<file path="config.mk">
export PLATFORM = sky130hd
export DESIGN_NAME = pz_mem_sequencer
export DESIGN_NICKNAME = d
export VERILOG_FILES = /design/src/rtl/pz_pkg.sv /design/src/rtl/pz_game_picker.sv /design/src/rtl/pz_cell_walker.sv /design/src/rtl/pz_xfer_path.sv /design/src/rtl/pz_mem_sequencer.sv
export SDC_FILE = /design/constraint.sdc
export NUM_CORES = 1
export LEC_CHECK = 0
export ABC_AREA = 0
export BUFFER_PORTS_ARGS = -buffer_cell sky130_fd_sc_hd__buf_4
export CORE_AREA = 2 2 84 86
export CTS_CLUSTER_SIZE = 8
export DETAILED_ROUTE_END_ITERATION = 6
export DIE_AREA = 0 0 86 88
export PLACE_DENSITY = 0.75
export SLEW_MARGIN = 20
export SYNTH_ARGS = -nofsm -noshare
export SYNTH_HDL_FRONTEND = slang
export SYNTH_SLANG_ARGS = --single-unit
</file>
<file path="constraint.sdc">
create_clock -name clk -period 4.3 [get_ports clk]
set_input_delay 0.86 -clock clk [delete_from_list [all_inputs] [get_ports clk]]
set_output_delay 0.86 -clock clk [all_outputs]
set_load 0.03 [all_outputs]
</file>
<file path="src/rtl/pz_pkg.sv">
`timescale 1ns/1ps
package pz_pkg;

  typedef enum logic [1:0] {
    OP_LOAD    = 2'd0,
    OP_CHECK   = 2'd1,
    OP_RESTORE = 2'd2,
    OP_REVEAL  = 2'd3
  } pz_op_e;

  typedef enum logic [1:0] {
    ST_IDLE  = 2'd0,
    ST_WALK  = 2'd1,
    ST_DRAIN = 2'd2
  } pz_st_e;

  typedef struct packed {
    logic load;
    logic check;
    logic restore;
    logic reveal;
  } pz_cmd_t;

endpackage

</file>
<file path="src/rtl/pz_game_picker.sv">
`timescale 1ns/1ps
// Free-running puzzle selector: strides by one puzzle size inside a page,
// and adds the page base chosen by the difficulty level.
module pz_game_picker #(
  parameter int GAME_BYTES     = 81,
  parameter int GAMES_PER_PAGE = 4,
  parameter int PAGES          = 3,
  parameter int LVL_W          = 2,
  parameter int ROM_AW         = 10
) (
  input  logic              clk,
  input  logic              rst_n,
  input  logic [LVL_W-1:0]  level,
  output logic [ROM_AW-1:0] start_addr
);

  localparam int                PAGE_BYTES = GAME_BYTES * GAMES_PER_PAGE;
  localparam logic [ROM_AW-1:0] LAST_OFF   = ROM_AW'((GAMES_PER_PAGE - 1) * GAME_BYTES);
  localparam logic [ROM_AW-1:0] STRIDE     = ROM_AW'(GAME_BYTES);

  logic [ROM_AW-1:0] off_q, off_d;
  logic [ROM_AW-1:0] page_base;

  always_comb begin
    if (off_q == LAST_OFF) off_d = '0;
    else                   off_d = off_q + STRIDE;
  end

  always_ff @(posedge clk or negedge rst_n) begin
    if (!rst_n) off_q <= '0;
    else        off_q <= off_d;
  end

  // Levels beyond the last page fall onto the last page.
  always_comb begin
    page_base = ROM_AW'((PAGES - 1) * PAGE_BYTES);
    for (int p = 0; p < PAGES - 1; p++) begin
      if (int'(level) == p) page_base = ROM_AW'(p * PAGE_BYTES);
    end
  end

  assign start_addr = page_base + off_q;

endmodule

</file>
<file path="src/rtl/pz_cell_walker.sv">
`timescale 1ns/1ps
// Walks the linear puzzle offset and keeps the packed column/row pair
// in step with it, so no divider is needed.
module pz_cell_walker #(
  parameter int GRID  = 9,
  parameter int POS_W = 4,
  parameter int IDX_W = 7
) (
  input  logic             clk,
  input  logic             rst_n,
  input  logic             start,
  input  logic             step,
  output logic [IDX_W-1:0] idx,
  output logic [POS_W-1:0] col,
  output logic [POS_W-1:0] row,
  output logic             last
);

  localparam logic [IDX_W-1:0] IDX_LAST = IDX_W'(GRID * GRID - 1);
  localparam logic [POS_W-1:0] ROW_LAST = POS_W'(GRID - 1);

  logic [IDX_W-1:0] idx_q, idx_d;
  logic [POS_W-1:0] col_q, col_d, row_q, row_d;
  logic             en;

  assign en = start | step;

  always_comb begin
    idx_d = idx_q;
    col_d = col_q;
    row_d = row_q;
    if (start) begin
      idx_d = '0;
      col_d = '0;
      row_d = '0;
    end else if (step) begin
      idx_d = idx_q + 1'b1;
      if (row_q == ROW_LAST) begin
        row_d = '0;
        col_d = col_q + 1'b1;
      end else begin
        row_d = row_q + 1'b1;
      end
    end
  end

  always_ff @(posedge clk or negedge rst_n) begin
    if (!rst_n) begin
      idx_q <= '0;
      col_q <= '0;
      row_q <= '0;
    end else if (en) begin
      idx_q <= idx_d;
      col_q <= col_d;
      row_q <= row_d;
    end
  end

  assign idx  = idx_q;
  assign col  = col_q;
  assign row  = row_q;
  assign last = (idx_q == IDX_LAST);

endmodule

</file>
<file path="src/rtl/pz_xfer_path.sv">
`timescale 1ns/1ps
// Write and compare datapath for the cell that returned from memory
// this cycle.
module pz_xfer_path
  import pz_pkg::*;
#(
  parameter int DATA_W  = 8,
  parameter int CELL_AW = 8
) (
  input  pz_op_e              op,
  input  logic                p_valid,
  input  logic [CELL_AW-1:0]  p_addr,
  input  logic [DATA_W-1:0]   rom_rdata,
  input  logic [DATA_W-1:0]   sol_rdata,
  input  logic [DATA_W-1:0]   gam_rdata,
  output logic                sol_we,
  output logic [CELL_AW-1:0]  sol_waddr,
  output logic [DATA_W-1:0]   sol_wdata,
  output logic                gam_we,
  output logic [CELL_AW-1:0]  gam_waddr,
  output logic [DATA_W-1:0]   gam_wdata,
  output logic                mismatch
);

  localparam logic [DATA_W-1:0] BLANK    = '0;
  localparam logic [DATA_W-1:0] VAL_MASK = {{(DATA_W-1){1'b1}}, 1'b0};

  always_comb begin
    sol_we    = 1'b0;
    gam_we    = 1'b0;
    sol_wdata = rom_rdata;
    gam_wdata = BLANK;
    mismatch  = 1'b0;
    case (op)
      OP_LOAD: begin
        sol_we    = p_valid;
        gam_we    = p_valid;
        gam_wdata = rom_rdata[0] ? rom_rdata : BLANK;
      end
      OP_RESTORE: begin
        gam_we    = p_valid;
        gam_wdata = sol_rdata[0] ? sol_rdata : BLANK;
      end
      OP_REVEAL: begin
        gam_we    = p_valid;
        gam_wdata = sol_rdata;
      end
      OP_CHECK: begin
        mismatch = p_valid && ((sol_rdata & VAL_MASK) != (gam_rdata & VAL_MASK));
      end
      default: ;
    endcase
  end

  assign sol_waddr = p_addr;
  assign gam_waddr = p_addr;

endmodule

</file>
<file path="src/rtl/pz_mem_sequencer.sv">
`timescale 1ns/1ps
module pz_mem_sequencer
  import pz_pkg::*;
#(
  parameter int    GRID           = 9,
  parameter int    GAMES_PER_PAGE = 4,
  parameter int    PAGES          = 3,
  parameter int    DATA_W         = 8,
  parameter int    LVL_W          = 2,
  localparam int   GAME_BYTES     = GRID * GRID,
  localparam int   POS_W          = $clog2(GRID),
  localparam int   CELL_AW        = 2 * POS_W,
  localparam int   IDX_W          = $clog2(GAME_BYTES),
  localparam int   ROM_DEPTH      = PAGES * GAMES_PER_PAGE * GAME_BYTES,
  localparam int   ROM_AW         = $clog2(ROM_DEPTH)
) (
  input  logic               clk,
  input  logic               rst_n,
  input  logic               cmd_load,
  input  logic               cmd_check,
  input  logic               cmd_reset,
  input  logic               cmd_giveup,
  input  logic [LVL_W-1:0]   level,
  output logic [ROM_AW-1:0]  rom_addr,
  input  logic [DATA_W-1:0]  rom_rdata,
  output logic [CELL_AW-1:0] sol_raddr,
  input  logic [DATA_W-1:0]  sol_rdata,
  output logic [CELL_AW-1:0] sol_waddr,
  output logic [DATA_W-1:0]  sol_wdata,
  output logic               sol_we,
  output logic [CELL_AW-1:0] gam_raddr,
  input  logic [DATA_W-1:0]  gam_rdata,
  output logic [CELL_AW-1:0] gam_waddr,
  output logic [DATA_W-1:0]  gam_wdata,
  output logic               gam_we,
  output logic               grid_blank,
  output logic               done,
  output logic               ok_led,
  output logic               bad_led
);

  // Reset: asserted asynchronously, released on a clock edge.
  logic [1:0] rst_pipe;
  logic       rst_sn;

  always_ff @(posedge clk or negedge rst_n) begin
    if (!rst_n) rst_pipe <= '0;
    else        rst_pipe <= {rst_pipe[0], 1'b1};
  end
  assign rst_sn = rst_pipe[1];

  // Command decode with fixed priority.
  pz_cmd_t cmd;
  pz_op_e  op_sel;
  logic    cmd_any;

  assign cmd     = '{load: cmd_load, check: cmd_check, restore: cmd_reset, reveal: cmd_giveup};
  assign cmd_any = cmd.load | cmd.check | cmd.restore | cmd.reveal;

  always_comb begin
    if (cmd.load)         op_sel = OP_LOAD;
    else if (cmd.restore) op_sel = OP_RESTORE;
    else if (cmd.reveal)  op_sel = OP_REVEAL;
    else                  op_sel = OP_CHECK;
  end

  // Sub-blocks
  logic [ROM_AW-1:0] pick_addr;
  logic [IDX_W-1:0]  w_idx;
  logic [POS_W-1:0]  w_col, w_row;
  logic              w_last, w_start, w_step;
  logic              mismatch;

  pz_st_e            st_q, st_d;
  pz_op_e            op_q, op_d;
  logic [ROM_AW-1:0] base_q, base_d;
  logic              pv_q, pv_d;
  logic [CELL_AW-1:0] pa_q, pa_d;
  logic              acc_q, acc_d;
  logic              ok_q, ok_d;
  logic              bad_q, bad_d;
  logic              done_q, done_d;
  logic              accept;

  pz_game_picker #(
    .GAME_BYTES    (GAME_BYTES),
    .GAMES_PER_PAGE(GAMES_PER_PAGE),
    .PAGES         (PAGES),
    .LVL_W         (LVL_W),
    .ROM_AW        (ROM_AW)
  ) u_picker (
    .clk       (clk),
    .rst_n     (rst_sn),
    .level     (level),
    .start_addr(pick_addr)
  );

  pz_cell_walker #(
    .GRID (GRID),
    .POS_W(POS_W),
    .IDX_W(IDX_W)
  ) u_walker (
    .clk  (clk),
    .rst_n(rst_sn),
    .start(w_start),
    .step (w_step),
    .idx  (w_idx),
    .col  (w_col),
    .row  (w_row),
    .last (w_last)
  );

  pz_xfer_path #(
    .DATA_W (DATA_W),
    .CELL_AW(CELL_AW)
  ) u_xfer (
    .op       (op_q),
    .p_valid  (pv_q),
    .p_addr   (pa_q),
    .rom_rdata(rom_rdata),
    .sol_rdata(sol_rdata),
    .gam_rdata(gam_rdata),
    .sol_we   (sol_we),
    .sol_waddr(sol_waddr),
    .sol_wdata(sol_wdata),
    .gam_we   (gam_we),
    .gam_waddr(gam_waddr),
    .gam_wdata(gam_wdata),
    .mismatch (mismatch)
  );

  // Next-state logic
  assign accept  = (st_q == ST_IDLE) && cmd_any;
  assign w_start = accept;
  assign w_step  = (st_q == ST_WALK) && !w_last;

  always_comb begin
    st_d   = st_q;
    op_d   = op_q;
    base_d = base_q;
    acc_d  = acc_q;
    ok_d   = ok_q;
    bad_d  = bad_q;
    case (st_q)
      ST_IDLE: begin
        if (accept) begin
          st_d   = ST_WALK;
          op_d   = op_sel;
          base_d = pick_addr;
          acc_d  = 1'b0;
          ok_d   = 1'b0;
          bad_d  = 1'b0;
        end
      end
      ST_WALK: begin
        if (w_last)   st_d  = ST_DRAIN;
        if (mismatch) acc_d = 1'b1;
      end
      ST_DRAIN: begin
        st_d = ST_IDLE;
        if (op_q == OP_CHECK) begin
          ok_d  = !(acc_q | mismatch);
          bad_d = acc_q | mismatch;
        end
      end
      default: st_d = ST_IDLE;
    endcase
  end

  // The read pipeline stage: marks the cycle in which memory data returns.
  assign pv_d   = (st_q == ST_WALK);
  assign pa_d   = {w_col, w_row};
  assign done_d = (st_q == ST_DRAIN);

  // Registers
  always_ff @(posedge clk or negedge rst_sn) begin
    if (!rst_sn) begin
      st_q   <= ST_IDLE;
      op_q   <= OP_CHECK;
      base_q <= '0;
      pv_q   <= 1'b0;
      pa_q   <= '0;
      acc_q  <= 1'b0;
      ok_q   <= 1'b0;
      bad_q  <= 1'b0;
      done_q <= 1'b0;
    end else begin
      st_q   <= st_d;
      if (accept) begin
        op_q   <= op_d;
        base_q <= base_d;
      end
      pv_q   <= pv_d;
      pa_q   <= pa_d;
      acc_q  <= acc_d;
      ok_q   <= ok_d;
      bad_q  <= bad_d;
      done_q <= done_d;
    end
  end

  // Outputs
  assign rom_addr   = base_q + ROM_AW'(w_idx);
  assign sol_raddr  = {w_col, w_row};
  assign gam_raddr  = {w_col, w_row};
  assign grid_blank = (st_q != ST_IDLE);
  assign done       = done_q;
  assign ok_led     = ok_q;
  assign bad_led    = bad_q;

endmodule

</file>
==> results of run 1 <==
==> cell usage after synthesis, types with 2 or more instances <==
cell type / n / share of area, %
o21a_1: 2 / 0.47
nand3_1: 11 / 1.7
nand2b_1: 4 / 0.79
inv_1: 11 / 1.3
xor2_1: 16 / 4.4
clkbuf_1: 2 / 0.24
o21ai_0: 19 / 3.0
nor2b_1: 9 / 1.8
a21oi_1: 8 / 1.3
buf_2: 8 / 1.3
nor2_1: 34 / 4.0
nor4b_1: 2 / 0.55
a211oi_1: 2 / 0.47
a22o_1: 8 / 2.2
a31o_1: 2 / 0.55
and3_1: 4 / 0.79
nand4b_1: 2 / 0.55
xnor2_1: 21 / 5.8
a21o_1: 3 / 0.71
nand4_1: 5 / 0.98
o31ai_1: 3 / 0.71
ha_1: 14 / 5.5
nand2_1: 37 / 4.4
dfrtp_1: 53 / 42
buf_4: 26 / 6.1
o211ai_1: 2 / 0.47
==> logic make-up after synthesis <==
family | after synthesis
DFF | 54
xor gates and xnor gates | 37
muxes | 1
and+or+nand+nor | 116
adders and majority gates | 15
AOI/OAI and AO/OA | 61
other | 1
buffers and inverters | 49
==> report_power, final <==
| group | switching (mW) | internal (mW) | leakage (nW) |
|---|---|---|---|
| clock | 0.176 | 0.177 | 0.0587 |
| combinational | 1.14 | 0.708 | 1.13 |
| sequential | 0.173 | 0.675 | 0.686 |
==> metal layers <==
layer  share of wire [%]  wire, um  GRT usage (%)  vias to the layer above
li1                    -         -              -                     1234
met1                  40      2588          20.22                     1179
met2                  51      3307          30.73                       75
met3                 7.3       473          4.524                        6
met4                 1.1        70          5.051                        0
met5                   0         0              0                        -
==> registers in the layout, summed over array words and instances (netlist names), 2 cells and up <==
signal,count
u_walker.row,4
u_picker.off_q,10
st_q,2
op_q,2
pa_q,8
u_walker.col,4
base_q,10
rst_pipe,2
u_walker.idx,7
==> placed cells by master (no fill, tap or decap), types with 3 or more instances in the layout <==
| master | count |
|---|---|
| a21o_1 | 3 |
| a21oi_1 | 8 |
| a22o_1 | 8 |
| and3_1 | 4 |
| buf_4 | 95 |
| clkbuf_8 | 5 |
| dfrtp_1 | 52 |
| ha_1 | 14 |
| inv_1 | 11 |
| nand2_1 | 37 |
| nand2b_1 | 4 |
| nand3_1 | 11 |
| nand4_1 | 5 |
| nor2_1 | 34 |
| nor2b_1 | 9 |
| o21ai_0 | 19 |
| o31ai_1 | 3 |
| xnor2_1 | 21 |
| xor2_1 | 16 |
==> cell type report <==
type                       instances  area share, %
clock buffer                       5          1.783
clock inverter                     3          1.232
inverter                          11          1.070
multi-input combinational        231          39.75
sequential                        54          35.08
tap                               80          2.594
timing repair buffer              95          18.48
==> worst max-delay path by stage <==
stage / start / cells after the start / to
4_1_cts: u_walker.idx[0] / 9 / rom_addr[8]
3_3_place_gp: u_walker.idx[0] / 9 / rom_addr[8]
6_report: u_walker.idx[0] / 9 / rom_addr[8]
2_1_floorplan: u_walker.idx[0] / 8 / rom_addr[6]
5_1_grt: u_walker.idx[0] / 9 / rom_addr[8]
3_5_place_dp: u_walker.idx[0] / 9 / rom_addr[8]
==> impl_metrics.csv, run 1 <==
group,metric,value,unit
yosys,synth.area.mux_share,0.3534,%
yosys,synth_fa_ha_area_share,6.125,%
yosys,synth-simple-area-share,17.51,%
timing,setup_viol,0,
global_route,antenna_found_initial,0,
drt,wl_per_cell,13.44,um
worst_setup_path,cp-start-kind,"flop",
worst_setup_path,cp-end-kind,"output port",
outcome,status,"finished, final reports clean",
drt,drc,0,
yosys,synthArstFlopShare,100.0,%
drt,vias_per_cell,5.207,
yosys,synth_top_family_by_area,"simple AND/OR/NAND/NOR gates",
final_layout,drive_gt1_share,27.57,%
global_route,grt_max_degree,46,
yosys,synth_compound_area_share,13.86,%
worst_setup_path,reg2regPathDepth,6,
yosys,ys_seq_elements,54,
timing,tightest_slew,0.6508,ns
final_layout,final_cell_area,0.003859,mm^2
worst_setup_path,path_buf_inv,2,
final_layout,syn_to_final_growth,21.08,%
clock_network,cts-root-buf,"clkbuf_8",
final_layout,multi_input_area,0.001534,mm^2
worst_setup_path,slowest_delay,0.47,ns
clock_network,clk_pin_slew,0.10,ns
worst_setup_path,cp_slowest_cell,"dfrtp_1",
clock_network,cts_buffers,5,
timing,grt_setup_unrepaired,"no",
placement,dp_slack,1.286,ns
timing,drv_slew,0,
timing,finClkSkew,0.01637,ns
worst_setup_path,path_class,"reg2out",
yosys,synth_flop_cell,"dfrtp_1",
timing,fmax,0.2949,GHz
placement,dp_cells,471,
timing,fin_setup_tns,0,ns
final_layout,antennaDiodeCount,0,
placement,gp_congestion,0.7848,
clock_network,cts_resized,0,
final_layout,fill_cells,597,
placement,port_buffers,94,
power,p_leak,1.878,nW
placement,dpl.hpwl,4786,um
timing,hold_viol_final,0,
global_route,grt_pass1_wl,10520,um
worst_setup_path,path_cells,"ha_1 -> inv_1 -> fa_1 -> nor2b_1 -> o21ai_0 -> a21oi_1 -> nor4b_1 -> a211o_1 -> buf_4",
floorplan,start_util,47.97,%
power,ir_drop,0.5476,mV
yosys,synth_edf_count,0,
placement,dpl-instance-area,0.003742,mm^2
clock_network,cts_tree,"yes",
yosys,synth_fp_nets,381,
final_layout,fin_util,58.08,%
timing,setup_ws,0.9085,ns
worst_setup_path,crit_arrival,2.53,ns
clock_network,ctsHoldBuffers,0,
worst_setup_path,worstPathMaxFanout,6,
final_layout,final_cells,479,
yosys,yosysUniqueCellTypes,52,
clock_network,max-clock-path-buffers,2,
floorplan,rows,30,
global_route,grt_usage,17.14,%
yosys,synth-xor-area-share,10.17,%
clock_network,post-cts-setup-buffers,0,
yosys,synth_sequential_area_ratio,42.44,%
timing,maxSlewHeadroom,56.62,%
clock_network,insertion_delay,0.32,ns
floorplan,die_x,86,um
drt,first_pass_iters,4,
final_layout,nets,445,
global_route,grt_pass1_vias,2284,
worst_hold_path,hold_class,"reg2async",
yosys,syn_inst,334,
power,power.density,790.0,mW/mm^2
drt,wl,6439,um
yosys,synth_area,0.003187,mm^2
worst_setup_path,regToRegSetupSlack,2.41,ns
worst_setup_path,critPathRequiredTime,3.44,ns
drt,vias,2494,
global_route,grt_overflow_total,0,
floorplan,die_h,88,um
worst_setup_path,rr_endpoint,"u_walker.row[3]",
floorplan,io_pins,96,
floorplan,dieArea,0.007568,mm^2
drt,ant_nets,0,
final_layout,final-seq-area,0.001354,mm^2
timing,period_share,78.87,%
worst_setup_path,reg2reg_from,"u_walker.idx[1]",
timing,hold_ws,0.1042,ns
clock_network,htree_levels,2,
worst_setup_path,crit_family,"compound AO/OA/AOI/OAI gates",
drt,drt-initial-drc-count,109,
power,p_total,3.049,mW
job,drv_cap,0,
yosys,synth_warnings,0,
timing,finalCriticalPeriod,3.392,ns
clock_network,cts.sinks,54,
floorplan,core_area,0.006644,mm^2
yosys,avgSynthCellArea,9.541,um^2
Note: power is estimated with default switching activity, not from simulation.
==> inputs of run 2 (changes only) <==
==> constraint.sdc (replaced) <==
create_clock -name clk -period 3.35 [get_ports clk]
set_input_delay 0.67 -clock clk [delete_from_list [all_inputs] [get_ports clk]]
set_output_delay 0.67 -clock clk [all_outputs]
set_load 0.03 [all_outputs]
==> run 2 against run 1 <==
- cell area decreased by 0.45%
- global-route usage decreased by 0.28 points
- clock skew fell by 0.0083 ns
- worst setup slack worse by 0.71 ns
- clock power up 7.9%
- utilization is 0.26 points lower
- clock-buffer cell count up 1
- sequential power rose by 29%
- critical path depth stayed put
- non-clock buffer count unchanged
- critical path type unchanged
- largest power group unchanged
- highest routed layer unchanged
==> impl_metrics.csv, run 2 (synthesized netlist as in run 1, its figures left out) <==
group,metric,value,unit
job,drv_cap,0,
final_layout,nets,445,
final_layout,final_common_cell,"buf_4",
global_route,antenna_found_initial,0,
clock_network,cts_tree,"yes",
drt,drc,0,
floorplan,start_util,47.97,%
drt,wl,6577,um
power,p_leak,1.868,nW
global_route,grt_overflow_total,0,
clock_network,cts-root-buf,"clkbuf_8",
drt,drt-initial-drc-count,119,
power,ir_drop,0.8668,mV
power,clockPowerShare,9.9,%
worst_setup_path,slowest_delay,0.46,ns
clock_network,insertion_delay,0.30,ns
clock_network,ctsHoldBuffers,0,
worst_setup_path,path_cells,"ha_1 -> inv_1 -> fa_1 -> nor2b_1 -> o21ai_0 -> a21oi_1 -> nor4b_1 -> a211o_1 -> buf_4",
floorplan,die_h,88,um
timing,grt_setup_unrepaired,"no",
power,p_sw,1.902,mW
drt,vias_per_cell,5.265,
worst_setup_path,rr_endpoint,"base_q[8]",
worst_setup_path,cp_slowest_cell,"dfrtp_1",
final_layout,syn_to_final_growth,20.53,%
worst_setup_path,worstPathMaxFanout,6,
floorplan,die_x,86,um
clock_network,max-clock-path-buffers,2,
timing,finalCriticalPeriod,3.148,ns
worst_setup_path,reg2regPathDepth,7,
power,power_frac_seq,28.4,%
clock_network,cts_buffers,5,
worst_setup_path,reg2reg_from,"u_picker.off_q[3]",
floorplan,rows,30,
worst_setup_path,crit_end,"rom_addr[8]",
global_route,grt_pass1_wl,10270,um
timing,maxSlewHeadroom,56.81,%
final_layout,top_regs,"base_q (10), u_picker.off_q (10), pa_q (8)",
clock_network,htree_levels,2,
timing,fmax,0.3177,GHz
clock_network,cts_resized,0,
drt,vias,2522,
clock_network,cts.sinks,54,
final_layout,layout_common_cells,"buf_4, dfrtp_1, nand2_1, nor2_1, xnor2_1",
timing,hold_viol_final,0,
timing,hold_ws,0.1230,ns
placement,gp_congestion,0.8143,
global_route,grt_max_degree,28,
timing,drv_slew,0,
power,power_switching_share,49.41,%
outcome,status,"finished, final reports clean",
timing,fin_setup_tns,0,ns
placement,dpl.hpwl,5087,um
global_route,grt_pass1_vias,2391,
worst_setup_path,crit_start,"u_walker.idx[0]",
worst_setup_path,path_class,"reg2out",
drt,first_pass_iters,4,
final_layout,fin_util,57.82,%
power,pwr-share-comb,61.7,%
floorplan,io_pins,96,
final_layout,drive_gt1_share,27.57,%
power,power.density,1002,mW/mm^2
placement,port_buffers,94,
drt,ant_nets,0,
worst_hold_path,hold_class,"in2async",
final_layout,antennaDiodeCount,0,
worst_setup_path,crit_family,"compound AO/OA/AOI/OAI gates",
timing,period_share,93.97,%
timing,tightest_slew,0.6478,ns
worst_setup_path,cp-start-kind,"flop",
floorplan,dieArea,0.007568,mm^2
worst_setup_path,critPathRequiredTime,2.68,ns
clock_network,post-cts-setup-buffers,0,
worst_setup_path,cp.depth,9,
global_route,grt_usage,16.86,%
worst_setup_path,cp-end-kind,"output port",
floorplan,core_area,0.006644,mm^2
worst_setup_path,crit_arrival,2.48,ns
clock_network,clk_pin_slew,0.10,ns
power,intPower,1.947,mW
timing,finClkSkew,0.008053,ns
drt,wl_per_cell,13.73,um
worst_setup_path,regToRegSetupSlack,1.45,ns
power,p_total,3.849,mW
timing,setup_viol,0,
worst_setup_path,path_buf_inv,2,
-- run 2: changes by cell type in the layout (fill, tap and decap cells not counted) --
cell	previous run	this run
clkinv_4	1	0
clkinvlp_4	0	1
bufinv_16	1	0
clkbuf_8	5	6
-- run 2: area by class of cell --
type,instances,area [um^2]
fill,581,2803
multi-input combinational,231,1534
sequential,54,1354
timing repair buffer,95,713.2
tap,80,100.1
clock buffer,6,82.58
inverter,11,41.29
clock inverter,2,16.27
-- run 2: per-layer routing --
metal | track usage, % | vias up | part of all wire (%)
met3 | 3.205 | 9 | 6.2
met5 | 0 | - | 0
met4 | 4.762 | 0 | 1.1
li1 | - | 1234 | -
met1 | 19.02 | 1205 | 41
met2 | 32.28 | 74 | 52
-- run 2: worst min path at each step --
stage                      startpoint  depth (start not counted)  slack [ns]          end
after floorplan           rst_pipe[0]                          0        0.33  rst_pipe[1]
after global placement    rst_pipe[1]                          0        0.30      pa_q[1]
after detailed placement  rst_pipe[1]                          0        0.31      pa_q[1]
after CTS                       rst_n                          1        0.11  rst_pipe[1]
after global routing            rst_n                          1         0.1  rst_pipe[1]
final                           rst_n                          1        0.12  rst_pipe[1]
-- run 2: power groups by stage --
stage | combinational (mW) | sequential, mW | clock, mW
after floorplan | 1.56 | 1.23 | 0
after global placement | 2.34 | 1.10 | 0
after detailed placement | 2.38 | 1.11 | 0
after CTS | 2.39 | 1.10 | 0.394
after global routing | 2.57 | 1.13 | 0.422
final | 2.37 | 1.09 | 0.381
-- run 2: metrics by stage --
stage / std cells / area (um^2) / setup slack, ns
after CTS: 479 / 3841 / 0.2079
after global routing: 479 / 3841 / 0.08505
after global placement: 471 / 3742 / 0.5658
after floorplan: 334 / 3187 / 0.6315
after detailed placement: 471 / 3742 / 0.5595
final: 479 / 3841 / 0.2021
==> inputs of run 3 (changes only) <==
--- a/config.mk
+++ b/config.mk
@@ -8,6 +8,7 @@
 export ABC_AREA = 0
 export BUFFER_PORTS_ARGS = -buffer_cell sky130_fd_sc_hd__buf_4
 export CORE_AREA = 2 2 84 86
+export CTS_BUF_LIST = sky130_fd_sc_hd__clkbuf_16
 export CTS_CLUSTER_SIZE = 8
 export DETAILED_ROUTE_END_ITERATION = 6
 export DIE_AREA = 0 0 86 88
==> run 3 against run 2 <==
- register-to-register slack is essentially flat
- cell count is the same
- global-route usage is essentially flat
- fmax grew 0.42%
- critical path type unchanged
- critical endpoint unchanged
- highest routed layer unchanged
==> impl_metrics.csv, run 3 (synthesized netlist as in run 1, its figures left out) <==
group,metric,value,unit
outcome,status,"finished, final reports clean",
drt,vias,2531,
final_layout,syn_to_final_growth,21.99,%
worst_setup_path,critPathRequiredTime,2.68,ns
worst_setup_path,slowest_delay,0.45,ns
job,drv_cap,0,
worst_setup_path,rr_endpoint,"base_q[8]",
power,power.density,1023,mW/mm^2
final_layout,final_cell_area,0.003887,mm^2
final_layout,final_common_cell,"buf_4",
drt,wl,6618,um
floorplan,core_area,0.006644,mm^2
timing,setup_viol,0,
timing,grt_setup_unrepaired,"no",
timing,hold_viol_final,0,
drt,first_pass_iters,4,
floorplan,die_h,88,um
worst_setup_path,cp-start-kind,"flop",
worst_setup_path,reg2reg_from,"u_picker.off_q[3]",
timing,finClkSkew,0.006912,ns
global_route,grt_max_degree,28,
power,p_leak,1.888,nW
worst_setup_path,cp-end-kind,"output port",
final_layout,nets,445,
clock_network,htree_levels,2,
floorplan,io_pins,96,
worst_setup_path,crit_arrival,2.46,ns
clock_network,ctsHoldBuffers,0,
clock_network,cts.sinks,54,
timing,hold_ws,0.1448,ns
placement,dp_cells,471,
final_layout,antennaDiodeCount,0,
timing,tightest_slew,0.6492,ns
drt,drc,0,
placement,dpl.hpwl,5087,um
placement,port_buffers,94,
timing,setup_ws,0.2153,ns
clock_network,insertion_delay,0.29,ns
drt,drt-initial-drc-count,100,
worst_setup_path,reg2regPathDepth,7,
floorplan,die_x,86,um
placement,dp_slack,0.5595,ns
final_layout,drive_gt1_share,27.32,%
placement,dpl-instance-area,0.003742,mm^2
worst_setup_path,worstPathMaxFanout,6,
worst_setup_path,path_cells,"ha_1 -> inv_1 -> fa_1 -> nor2b_1 -> o21ai_0 -> a21oi_1 -> nor4b_1 -> a211o_1 -> buf_4",
final_layout,final_cells,479,
clock_network,cts_resized,0,
final_layout,layout_common_cells,"buf_4, dfrtp_1, nand2_1, nor2_1, xnor2_1",
worst_setup_path,path_buf_inv,2,
clock_network,clk_pin_slew,0.07,ns
final_layout,fin_util,58.51,%
timing,fmax,0.3190,GHz
clock_network,cts-root-buf,"clkbuf_16",
power,p_total,3.975,mW
final_layout,top_regs,"base_q (10), u_picker.off_q (10), pa_q (8)",
worst_setup_path,cp_slowest_cell,"dfrtp_1",
timing,fin_setup_tns,0,ns
global_route,grt_usage,16.90,%
drt,ant_nets,0,
timing,finalCriticalPeriod,3.135,ns
drt,vias_per_cell,5.284,
worst_setup_path,path_class,"reg2out",
floorplan,rows,30,
clock_network,cts_buffers,5,
drt,wl_per_cell,13.82,um
timing,drv_slew,0,
timing,period_share,93.57,%
clock_network,max-clock-path-buffers,2,
global_route,grt_pass1_vias,2398,
global_route,grt_overflow_total,0,
worst_hold_path,hold_class,"in2async",
worst_setup_path,regToRegSetupSlack,1.46,ns
global_route,antenna_found_initial,0,
worst_setup_path,crit_family,"compound AO/OA/AOI/OAI gates",
placement,gp_congestion,0.8143,
clock_network,post-cts-setup-buffers,0,
floorplan,start_util,47.97,%
timing,maxSlewHeadroom,56.72,%
power,ir_drop,0.8413,mV
global_route,grt_pass1_wl,10330,um
clock_network,cts_tree,"yes",
floorplan,dieArea,0.007568,mm^2
run 3: changes by cell type in the layout (fill, tap and decap cells not counted), sizes merged:
cell / previous run / this run
clkinv: 0 / 1
clkbuf: 6 / 5
run 3: cell type report:
| cell class | count | area, um^2 |
|---|---|---|
| multi-input combinational | 231 | 1534 |
| fill | 569 | 2756 |
| inverter | 11 | 41.29 |
| timing repair buffer | 95 | 713.2 |
| tap | 80 | 100.1 |
| sequential | 54 | 1354 |
| clock buffer | 5 | 125.1 |
| clock inverter | 3 | 20.02 |
run 3: power breakdown:
group	switching, mW	total (mW)	internal, mW
logic	1.47	2.38	0.911
registers	0.227	1.10	0.869
clock network	0.224	0.501	0.277
run 3: worst max-delay path by stage:
stage	from	to	slack (ns)	cells after the start
after global placement	u_walker.idx[0]	rom_addr[8]	0.57	9
after global routing	u_walker.idx[0]	rom_addr[8]	0.11	9
after detailed placement	u_walker.idx[0]	rom_addr[8]	0.56	9
final	u_walker.idx[0]	rom_addr[8]	0.22	9
after CTS	u_walker.idx[0]	rom_addr[8]	0.23	9
after floorplan	u_walker.idx[0]	rom_addr[6]	0.63	8
run 3: metal layers:
metal | vias up | part of all wire [%] | track usage [%] | wire [um]
li1 | 1239 | - | - | -
met1 | 1213 | 41 | 18.96 | 2708
met2 | 72 | 52 | 32.70 | 3448
met3 | 7 | 6.1 | 3.487 | 402
met4 | 0 | 0.89 | 3.896 | 59
met5 | - | 0 | 0 | 0
